### config.mk
export PLATFORM = sky130hd
export DESIGN_NAME = an_resolve_ctrl
export DESIGN_NICKNAME = d
export VERILOG_FILES = /design/src/rtl/an_res_pkg.sv /design/src/rtl/an_prio_pick.sv /design/src/rtl/an_pd_eval.sv /design/src/rtl/an_brk_timer.sv /design/src/rtl/an_resolve_ctrl.sv
export SDC_FILE = /design/constraint.sdc
export NUM_CORES = 1
export LEC_CHECK = 0
export ABC_AREA = 1
export ABC_CLOCK_PERIOD_IN_PS = 1500
export CAP_MARGIN = 20
export CELL_PAD_IN_SITES_DETAIL_PLACEMENT = 1
export CELL_PAD_IN_SITES_GLOBAL_PLACEMENT = 2
export CORE_ASPECT_RATIO = 1.4
export CORE_MARGIN = 4
export CORE_UTILIZATION = 25
export CTS_CLUSTER_SIZE = 12
export DETAILED_ROUTE_END_ITERATION = 12
export GPL_TIMING_DRIVEN = 0
export PLACE_DENSITY = 0.83
export SLEW_MARGIN = 25
export SYNTH_ARGS = -nofsm -noshare
export SYNTH_HDL_FRONTEND = slang
export SYNTH_SLANG_ARGS = --single-unit
export TNS_END_PERCENT = 50
### constraint.sdc
create_clock -name clk -period 1.5 [get_ports clk]
set_clock_uncertainty 0.15 [all_clocks]
set_input_delay 0.3 -clock clk [delete_from_list [all_inputs] [get_ports clk]]
set_output_delay 0.3 -clock clk [all_outputs]
set_load 0.005 [all_outputs]
### src/rtl/an_res_pkg.sv
// Package: shared state type and word-building helpers for the mode resolver.
// Assumes the ability vector ordering in which bit index encodes speed (idx>>1)
// and duplex (idx[0]).
package an_res_pkg;

    typedef enum logic [1:0] {
        ST_LISTEN = 2'd0,
        ST_QUIET  = 2'd1,
        ST_DONE   = 2'd2
    } an_state_e;

    localparam int          N_MODES  = 6;
    localparam logic [4:0]  SEL_8023 = 5'b00001;

    // Builds a base word: selector, four 10/100 ability bits, pause pair.
    function automatic logic [15:0] base_word(input logic [3:0] abil,
                                              input logic [1:0] pause);
        base_word = {4'b0000, pause, 1'b0, abil, SEL_8023};
    endfunction

endpackage

### src/rtl/an_prio_pick.sv
// Priority picker: finds the highest mode bit advertised by both ends.
// Assumes a higher bit index means a higher-priority mode.
module an_prio_pick #(
    parameter int N  = 6,
    localparam int IW = $clog2(N)
) (
    input  logic [N-1:0]  adv,
    input  logic [N-1:0]  lp,
    output logic          found,
    output logic [IW-1:0] idx
);
    logic [N-1:0] common;

    assign common = adv & lp;
    assign found  = |common;

    // Ascending scan so the last hit, the highest index, wins.
    always_comb begin
        idx = '0;
        for (int i = 0; i < N; i++) begin
            if (common[i]) idx = IW'(i);
        end
    end
endmodule

### src/rtl/an_pd_eval.sv
// Parallel-detect evaluator: classifies the 10/100 receiver link reports and
// synthesises the partner ability word for a single good link.
// Assumes both inputs are already synchronous to clk.
module an_pd_eval (
    input  logic        pd10,
    input  logic        pd100,
    output logic        single,
    output logic        multi,
    output logic [1:0]  pd_speed,
    output logic [15:0] pd_word
);
    import an_res_pkg::*;

    assign single   = pd10 ^ pd100;
    assign multi    = pd10 & pd100;
    assign pd_speed = pd100 ? 2'd1 : 2'd0;

    // Word: selector plus the half-duplex bit of the detected technology.
    always_comb begin
        pd_word      = {11'b0, SEL_8023};
        pd_word[5]   = pd10 & ~pd100;
        pd_word[7]   = pd100 & ~pd10;
    end
endmodule

### src/rtl/an_brk_timer.sv
// Break-link timer: a prescaler makes a millisecond tick, a second counter
// counts QUIET_MS ticks. expire pulses in the last cycle of the interval.
// Assumes clr is held while the interval is not running.
module an_brk_timer #(
    parameter int TICK_DIV = 125000,
    parameter int QUIET_MS = 1500,
    localparam int PW = (TICK_DIV > 1) ? $clog2(TICK_DIV) : 1,
    localparam int MW = $clog2(QUIET_MS + 1)
) (
    input  logic clk,
    input  logic rst_n,
    input  logic clr,
    output logic expire
);
    logic [PW-1:0] pre_q;
    logic [MW-1:0] ms_q;
    logic          tick;

    assign tick   = (pre_q == PW'(TICK_DIV - 1));
    assign expire = tick && (ms_q == MW'(QUIET_MS - 1));

    // Prescaler and millisecond counter, both cleared while idle.
    always_ff @(posedge clk) begin
        if (!rst_n || clr) begin
            pre_q <= '0;
            ms_q  <= '0;
        end else if (tick) begin
            pre_q <= '0;
            ms_q  <= expire ? '0 : ms_q + 1'b1;
        end else begin
            pre_q <= pre_q + 1'b1;
        end
    end


    ms_range_chk: assert property (@(posedge clk) disable iff (!rst_n)
        ms_q < MW'(QUIET_MS));
endmodule

### src/rtl/an_resolve_ctrl.sv
// Negotiation resolver and restart controller. Listens for a partner page or a
// parallel-detect link, completes with the resolved mode, supervises the link
// and silences transmit for a break-link interval on any restart cause.
// Assumes all inputs are synchronous to clk; reset is synchronous, active low.
module an_resolve_ctrl #(
    parameter int TICK_DIV = 125000,
    parameter int QUIET_MS = 1500
) (
    input  logic        clk,
    input  logic        rst_n,
    input  logic [5:0]  adv_abil,
    input  logic [1:0]  adv_pause,
    input  logic [5:0]  lp_abil,
    input  logic        lp_valid,
    input  logic        pd_link10,
    input  logic        pd_link100,
    input  logic        link_ok,
    input  logic        restart_req,
    output logic [1:0]  speed,
    output logic        full_dup,
    output logic        an_done,
    output logic        link_up,
    output logic        pd_fault,
    output logic        lp_an_able,
    output logic [15:0] lp_word,
    output logic        lp_word_wr,
    output logic [15:0] tx_base_word,
    output logic        tx_quiet
);
    import an_res_pkg::*;

    localparam int IW = $clog2(N_MODES);

    an_state_e     st_q;
    logic          res_found;
    logic [IW-1:0] res_idx;
    logic          pd_single, pd_multi;
    logic [1:0]    pd_speed;
    logic [15:0]   pd_word;
    logic          brk_expire;
    logic          tmr_clr;

    an_prio_pick #(.N(N_MODES)) u_pick (
        .adv   (adv_abil),
        .lp    (lp_abil),
        .found (res_found),
        .idx   (res_idx)
    );

    an_pd_eval u_pd (
        .pd10     (pd_link10),
        .pd100    (pd_link100),
        .single   (pd_single),
        .multi    (pd_multi),
        .pd_speed (pd_speed),
        .pd_word  (pd_word)
    );

    assign tmr_clr = (st_q != ST_QUIET) || restart_req;

    an_brk_timer #(.TICK_DIV(TICK_DIV), .QUIET_MS(QUIET_MS)) u_tmr (
        .clk    (clk),
        .rst_n  (rst_n),
        .clr    (tmr_clr),
        .expire (brk_expire)
    );

    assign an_done  = (st_q == ST_DONE);
    assign tx_quiet = (st_q == ST_QUIET);

    // State sequencing plus the result registers written on completion.
    always_ff @(posedge clk) begin
        if (!rst_n) begin
            st_q       <= ST_LISTEN;
            speed      <= 2'd0;
            full_dup   <= 1'b0;
            pd_fault   <= 1'b0;
            lp_an_able <= 1'b0;
            lp_word    <= 16'h0000;
            lp_word_wr <= 1'b0;
        end else begin
            lp_word_wr <= 1'b0;
            if (restart_req) begin
                st_q     <= ST_QUIET;
                pd_fault <= 1'b0;
            end else begin
                case (st_q)
                    ST_LISTEN: begin
                        if (lp_valid) begin
                            if (res_found) begin
                                st_q       <= ST_DONE;
                                speed      <= res_idx[IW-1:1];
                                full_dup   <= res_idx[0];
                                lp_an_able <= 1'b1;
                                lp_word    <= base_word(lp_abil[3:0], 2'b00);
                                lp_word_wr <= 1'b1;
                            end else begin
                                st_q <= ST_QUIET;
                            end
                        end else if (pd_multi) begin
                            st_q     <= ST_QUIET;
                            pd_fault <= 1'b1;
                        end else if (pd_single) begin
                            st_q       <= ST_DONE;
                            speed      <= pd_speed;
                            full_dup   <= 1'b0;
                            lp_an_able <= 1'b0;
                            lp_word    <= pd_word;
                            lp_word_wr <= 1'b1;
                        end
                    end
                    ST_QUIET: begin
                        if (brk_expire) st_q <= ST_LISTEN;
                    end
                    ST_DONE: begin
                        if (link_up && !link_ok) st_q <= ST_QUIET;
                    end
                    default: st_q <= ST_LISTEN;
                endcase
            end
        end
    end

    // Link flag: follows link_ok only while completed and not restarting.
    always_ff @(posedge clk) begin
        if (!rst_n) link_up <= 1'b0;
        else        link_up <= (st_q == ST_DONE) && link_ok && !restart_req;
    end

    // Local base word register for the outgoing page.
    always_ff @(posedge clk) begin
        if (!rst_n) tx_base_word <= 16'h0000;
        else        tx_base_word <= base_word(adv_abil[3:0], adv_pause);
    end


    restart_quiet_chk: assert property (@(posedge clk) disable iff (!rst_n)
        restart_req |=> tx_quiet);


    link_done_chk: assert property (@(posedge clk) disable iff (!rst_n)
        link_up |-> an_done);


    link_src_chk: assert property (@(posedge clk) disable iff (!rst_n)
        link_up |-> $past(link_ok));


    pd_half_chk: assert property (@(posedge clk) disable iff (!rst_n)
        ($rose(an_done) && !lp_an_able) |-> !full_dup);


    pd_sel_chk: assert property (@(posedge clk) disable iff (!rst_n)
        ($rose(an_done) && !lp_an_able) |-> (lp_word[4:0] == 5'b00001));


    wr_pulse_chk: assert property (@(posedge clk) disable iff (!rst_n)
        lp_word_wr |-> $rose(an_done));


    loss_chk: assert property (@(posedge clk) disable iff (!rst_n)
        (link_up && !link_ok) |=> (tx_quiet && !link_up));
endmodule

==> reports/metrics.cfg <==
[global_route]
grt_max_degree=16
gr-usage-all-layers_pct=13.7
grt_first_pass_wirelength_um=13300
overflow=0
grt_pass1_vias=2908
antenna_found_initial=0

[critical_path]
crit_fanout=4
reg2reg_from=u_tmr.pre_q[1]
start_kind=register
reg2reg_slack_ns=-0.20
rr_endpoint=u_tmr.ms_q[4]
crit_required_ns=1.52
arrival_ns=1.72
crit_path_end_kind=register
path_class=reg -> reg
worst-r2r-cell-count=8

[clocking]
clkSinkCount=49
cts.path.max_buffers=2
root_buffer=clkbuf_16
clk_latency_ns=0.29
cts.hold.buffers_added=0
numCtsBuffers=5
path_clk_slew_ns=0.07
cts-htree-levels=2
cts_tree=yes

[power_and_ir_drop]
ir_drop_v=0.000529
p_leak_nw=1.90
powerDensity_mw_per_mm2=706

[final_layout]
num_antenna_cells=0
n_fill_cell=1226
layout-drive-gt1-share_pct=45.3
nNetsFinal=503
area_growth_pct=62.0
fin_area_mm2=0.00422

[die]
initial_core_util_pct=25.9
io_pins=62
dieArea_mm2=0.0121
core_mm2=0.0101
die_w_um=94.3
rows=43
die_h_um=129

[route]
vias=2707
antenna_left=0
wl_um=8290
wl_per_cell_um=13.5
firstDrtPassIters=4
viasPerCell=4.42
drc=0
drt_iter0_markers=65

[timing]
slew_viol_final=0
hold_viol=0
setup_ws_ns=-0.203
tns_ns=-1.70
finalCritPeriodShare_pct=114
period_minus_slack_ns=1.70
hold_ws_ns=0.0909
setup_viol=22
fmax_ghz=0.587
rsz0062_at_grt=yes

[run]
maxCapViolations=0

[min_path]
holdPathStages=3
min_from=adv_abil[3]
hold_path_end=tx_base_word[8]
hp-class=in -> reg

[yosys]
synth_top_flop_cell=dfxtp_1
ys_seq_area_share_pct=37.7
synth_edf_count=0
yosys.cell_count.top_type=nand2_1
yosys_warnings=0
synth_area_leader_cell=dfxtp_1
synth_area_leaders=dfxtp_1, nand2_1, buf_4
syn_inst=355
yosys-top-cells-count=nand2_1, dfxtp_1, nor2_1, inv_1, a21oi_1
synth_area_per_cell_um2=7.34
synth.distinct_cells=34
ys_ff_latch=49
synth_top_cell_area_share_pct=37.7
synth_async_sr_flop_share_pct=0
syn-cell-area_mm2=0.00260

[placed_design]
place.gp.congestion=0.768
dp_slack_ns=-0.794
dpl.hpwl_um=5460
dpl_cell_area_mm2=0.00328
portBuffers=41

[status]
violations=setup timing
status=finished, violations left

==> metrics by stage <==
step,std cells,power (mW),util (%)
2_1_floorplan,374,1.56,-
3_3_place_gp,550,1.72,32.6
3_5_place_dp,550,1.73,32.6
4_1_cts,599,2.99,39.3
5_1_grt,612,3.12,41.9
6_report,612,2.98,41.9
==> area by class of cell <==
class / count / area [um^2] / area share, %
clock buffer: 6 / 139 / 3.29
timing repair buffer: 94 / 802 / 19.0
multi-input combinational: 257 / 1710 / 40.5
clock inverter: 2 / 13.8 / 0.326
inverter: 46 / 183 / 4.33
tap: 135 / 169 / 4.00
buffer: 23 / 184 / 4.36
sequential: 49 / 1020 / 24.2
==> worst max-delay path: stages (launching register included) <==
cell	delay (ns)
dfxtp_2	0.35
ha_4	0.17
nand2_2	0.06
nor2_2	0.09
nand2_2	0.10
buf_4	0.15
buf_4	0.12
nor4_2	0.29
nor3_2	0.09
==> placed cells by master, fill, tap and decap left out, types with 12 or more instances in the layout <==
master | synthesis | layout
dfxtp_2 | 0 | 14
a21oi_1 | 25 | 17
nand2_1 | 74 | 54
conb_1 | 1 | 20
inv_2 | 7 | 13
dlygate4sd2_1 | 0 | 29
inv_1 | 38 | 29
nand3_1 | 18 | 13
nand2_2 | 7 | 24
buf_4 | 22 | 67
nor2_1 | 41 | 24
nor2_4 | 3 | 13
dfxtp_1 | 49 | 29
nand4_1 | 12 | 12
==> power by group <==
group	internal, mW	leakage, nW	switching [mW]
sequential	1.33	0.410	0.0185
combinational	0.241	1.42	0.229
clock	0.664	0.0768	0.502
==> routing by layer <==
layer	wire [um]	vias up	GRT usage [%]
met5	0	-	0
met4	157	0	3.40
met3	398	12	3.45
met2	4830	60	28.1
met1	2900	1294	13.3
li1	-	1341	-
==> state kept, by name (all words and copies together) (netlist names) <==
| signal | count |
|---|---|
| u_tmr.pre_q | 17 |
| u_tmr.ms_q | 11 |
| tx_base_word | 7 |
| lp_word | 5 |
| speed | 2 |
| st_q | 2 |
| full_dup | 1 |
| link_up | 1 |
| lp_an_able | 1 |
| lp_word_wr | 1 |
| pd_fault | 1 |
==> timing repair <==
action | 4_1_cts | 5_1_grt
setup buffers | 39 | 14
endpoints found under the setup margin | 60 | 40
gates cloned | 2 | 0
pin swaps | 33 | 26
gates resized for setup | 121 | 64
==> kinds of logic (layout without fill, tap and decap cells) <==
| group | Yosys count | after routing | synth area share [%] |
|---|---|---|---|
| buffers and inverters | 69 | 171 | 13.5 |
| xor gates and xnor gates | 5 | 5 | 1.68 |
| and+or+nand+nor | 185 | 186 | 36.0 |
| DFF | 49 | 49 | 37.7 |
| other | 1 | 20 | 0.144 |
| AOI/OAI and AO/OA | 40 | 40 | 8.17 |
| adders and majority gates | 6 | 6 | 2.88 |
==> how the worst max path moves through the flow <==
| stage | start | to | slack (ns) |
|---|---|---|---|
| after floorplan | pd_link10 | speed[0] | -0.00004 |
| after global placement | pd_link10 | speed[0] | -0.75 |
| after detailed placement | pd_link100 | speed[0] | -0.79 |
| after CTS | u_tmr.pre_q[0] | u_tmr.pre_q[16] | -0.16 |
| after global routing | u_tmr.pre_q[1] | u_tmr.ms_q[4] | -0.28 |
| final | u_tmr.pre_q[1] | u_tmr.ms_q[4] | -0.20 |
No activity file was read; power rests on OpenSTA's default activity.
